<file path="config.mk">
export PLATFORM = sky130hd
export DESIGN_NAME = ovf_branch_unit
export DESIGN_NICKNAME = d
export VERILOG_FILES = /design/src/rtl/ovf_branch_unit.sv
export SDC_FILE = /design/constraint.sdc
export NUM_CORES = 1
export LEC_CHECK = 0
export BUFFER_PORTS_ARGS = -buffer_cell sky130_fd_sc_hd__buf_2
export CAP_MARGIN = 0
export CORE_ASPECT_RATIO = 1.2
export CORE_MARGIN = 10
export CORE_UTILIZATION = 46
export DETAILED_ROUTE_END_ITERATION = 7
export PLACE_DENSITY_LB_ADDON = 0.05
export SYNTH_ARGS = -nofsm -noshare
export SYNTH_HDL_FRONTEND = slang
export SYNTH_SLANG_ARGS = --single-unit
</file>
<file path="constraint.sdc">
create_clock -name clk -period 2.9 [get_ports clk]
set_clock_uncertainty 0.2 [all_clocks]
set_input_delay 0 -clock clk [delete_from_list [all_inputs] [get_ports clk]]
set_output_delay 0 -clock clk [all_outputs]
set_load 0.01 [all_outputs]
</file>
<file path="src/rtl/ovf_branch_unit.sv">
module ovf_branch_unit #(
  parameter int PC_W   = 21,
  parameter int DISP_W = 8,
  parameter int INS_W  = 16,
  parameter logic [INS_W-DISP_W-1:0] OPCODE = 8'hE4
) (
  input  logic             clk,
  input  logic             rst_n,
  input  logic             instr_valid,
  input  logic [INS_W-1:0] instr,
  input  logic [PC_W-1:0]  pc_in,
  input  logic             ovf,
  output logic [PC_W-1:0]  pc_next,
  output logic             taken,
  output logic             flush
);
  localparam int EXT_W = PC_W - DISP_W;

  logic            idle_q;
  logic            is_branch;
  logic [PC_W-1:0] base, seq, offset, target;

  assign is_branch = instr_valid && !idle_q && (instr[INS_W-1:DISP_W] == OPCODE);
  assign taken     = is_branch && ovf;

  assign base   = {pc_in[PC_W-1:1], 1'b0};
  assign seq    = base + PC_W'(2);
  assign offset = {{(EXT_W-1){instr[DISP_W-1]}}, instr[DISP_W-1:0], 1'b0};
  assign target = seq + offset;

  always_comb begin
    if (idle_q || !instr_valid) pc_next = base;
    else if (taken)             pc_next = target;
    else                        pc_next = seq;
  end

  always_ff @(posedge clk) begin
    if (!rst_n) idle_q <= 1'b0;
    else        idle_q <= taken;
  end

  assign flush = idle_q;
endmodule

</file>
==> results.yml <==
min_path:
  hold_class: "input port to flip-flop"
detailed_routing:
  drc: 0
  wl_met3_um: 289
  first_pass_iters: 5
  drt-initial-drc-count: 135
  wl_per_cell_um: 15.59
  vias_per_cell: 5.472
  top_layer: "met4"
  via_count: 2550
  routed_wl_um: 7264
  met1_length_um: 2845
  wl_met2_um: 3987
  antenna_left: 0
clock_tree:
  clkLatencyLatePin_ns: 0
  clk_pin_slew_worst_paths_ns: 0
setup_path:
  cp_common_cell: "xnor2_2"
  ff2ff_path_depth: 6
  cp.required_ns: 2.70
  rr_startpoint: "flush"
  path_delay_family: "simple AND/OR/NAND/NOR gates"
  path_cells: "buf_8 > nand4_1 > or2_4 > nor2_4 > nand2_2 > xnor2_2 > ha_1 > o21ai_1 > nor2_1 > or3_1 > a41o_1 > a2111o_1 > a21oi_2 > nand3b_1 > xnor2_2 > buf_2"
  r2r_end: "flush"
  cp-end-kind: "output pin"
  crit_arrival_ns: 2.98
  start_kind: "input port"
  path_max_fanout: 3
  endpoint: "pc_next[20]"
  r2r_slack_ns: 1.07
  path_class: "input port to output pin"
  crit_slowest_cell: "a2111o_1"
  crit_start: "pc_in[1]"
  cpPeakStageDelay_ns: 0.41
  cp_num_cells: 16
  critPathBufInv: 2
sta:
  post-route-min-period_ns: 3.177
  fin_ws_ns: -0.2775
  whs_ns: 0.001942
  post-route-period-util: 1.096
  finalHoldViolations: 0
  grt_setup_unrepaired: "yes"
  setup_viol: 3
  drv_slew: 0
  fmax_mhz: 314.7
logic_synthesis:
  synthDistinctLibCells: 52
  synth_warnings: 0
  synthTopCellsByArea: "ha_1 (16%), a21oi_1 (10%), xnor2_1 (9.0%), xor2_1 (7.1%), nand2_1 (5.7%)"
  synth_edf_count: 0
  synthArstFlopShare: 0
  synth_seq_cells: 1
  syn_area_um2: 1854
  synth-main-ff-cell: "dfxtp_1"
  synth_cells: 279
  syn_area_per_cell_um2: 6.646
  synthesis.nets: 345
  synth.top_cell.area_share: 0.1619
  yosysSeqAreaShare: 0.01080
  yosys.area.top_type: "ha_1"
power_and_ir_drop:
  p_leak_nw: 1.540
  powerDensity_nw_per_um2: 173.6
  power.total_w: 0.0005293
  ir_drop_uv: 95.80
placement:
  hpwl_um: 5571
  place_ws_ns: -0.4353
  gp_congestion: 0.9161
  io_buffers: 61
global_route:
  grt_max_degree: 22
  grt_pass1_vias: 2612
  grt_pass1_wl_um: 11710
  grt_util_all_layers: 0.1968
  overflow: 0
  antenna_found_initial: 0
floorplanning:
  dieHeight_um: 89.55
  die-width_um: 77.96
  start_util: 0.4742
  row_count: 25
  ios: 64
  die_area_um2: 6981
  coreArea_um2: 3910
finish:
  fin_nets: 480
  area_growth_pct: 64.44
  layout_common_cells: "buf_4 (80), buf_2 (57), a21oi_1 (32), nand2_1 (27), ha_1 (21)"
  regArea_um2: 20.02
  n_antenna_cell: 0
  drive_gt1_frac: 0.4782
  layout_commonest_cell: "buf_4"
  multi_input_area_um2: 1952
  nFillCells: 323
  largest_reg_flops: 1
run:
  cap_violations: 0
run_status:
  status: "complete, but fails checks"
  violations: "negative setup slack"
==> report_power, final <==
group	internal (W)	leakage (nW)	switching [W]	total (W)
Clock	0	0	0	0
Combinational	0.000262	1.53	0.000253	0.000515
Sequential	0.0000140	0.00805	0.00000000412	0.0000141
Total	0.000276	1.54	0.000253	0.000529
==> metal layers <==
metal / up-vias / global-route usage
li1: 1287 / -
met1: 1200 / 0.2071
met5: - / 0
met3: 12 / 0.02213
met2: 51 / 0.4045
met4: 0 / 0.04405
==> layout make-up <==
type	count	share of cell area
Inverter	10	0.01231
Multi-Input combinational cell	257	0.6401
Tap cell	54	0.02216
Timing Repair Buffer	144	0.3188
Sequential cell	1	0.006565
==> what timing repair did <==
item,CTS,global route
resized for setup,25,23
hold buffers,0,0
cloned,0,0
setup endpoints to repair,5,7
pin swaps,27,19
setup buffers,16,2
==> synthesized netlist by cell type, types with 2 or more instances <==
master	number
inv_1	10
xnor2_1	19
and4_1	3
nand3_1	17
a31oi_1	4
o21ai_0	19
nor3_1	6
nor2_1	23
a41o_1	2
nand2_1	28
a22oi_1	2
clkbuf_1	7
and3_2	4
a21oi_1	37
and3_1	3
nand4_1	5
buf_4	3
o21bai_1	3
a211o_2	2
ha_1	24
a21o_2	2
a21o_1	9
nand2b_1	2
or2_2	2
xor2_1	15
and2_1	2
==> through the flow <==
step                      TNS (ns)  instance area (µm²)  utilization  instances
after floorplan                  0                 1894            -        279
after global placement     -0.6138                 2700       0.6906        449
after detailed placement   -0.8000                 2700       0.6906        449
after CTS                  -0.2578                 2933       0.7501        465
after global routing        -1.005                 3049       0.7798        466
final                      -0.3932                 3049       0.7798        466
==> how the worst min path moves through the flow <==
stage,start,end,cells after the start
global placement,rst_n,flush,2
detailed placement,rst_n,flush,2
global route,rst_n,flush,2
finish,rst_n,flush,2
CTS,rst_n,flush,2
floorplan,pc_in[20],pc_next[20],1
==> cell families (layout without fill, tap and decap cells) <==
| group | after synthesis | after routing | share of synthesized area |
|---|---|---|---|
| other | 1 | 1 | 0.002022 |
| xor gates and xnor gates | 34 | 34 | 0.1606 |
| and+or+nand+nor | 103 | 103 | 0.2780 |
| adders and majority gates | 25 | 25 | 0.1727 |
| buffers and inverters | 21 | 154 | 0.05398 |
| AOI/OAI and AO/OA | 94 | 94 | 0.3219 |
| DFF | 1 | 1 | 0.01080 |
Note: power is estimated with default switching activity, not from simulation.
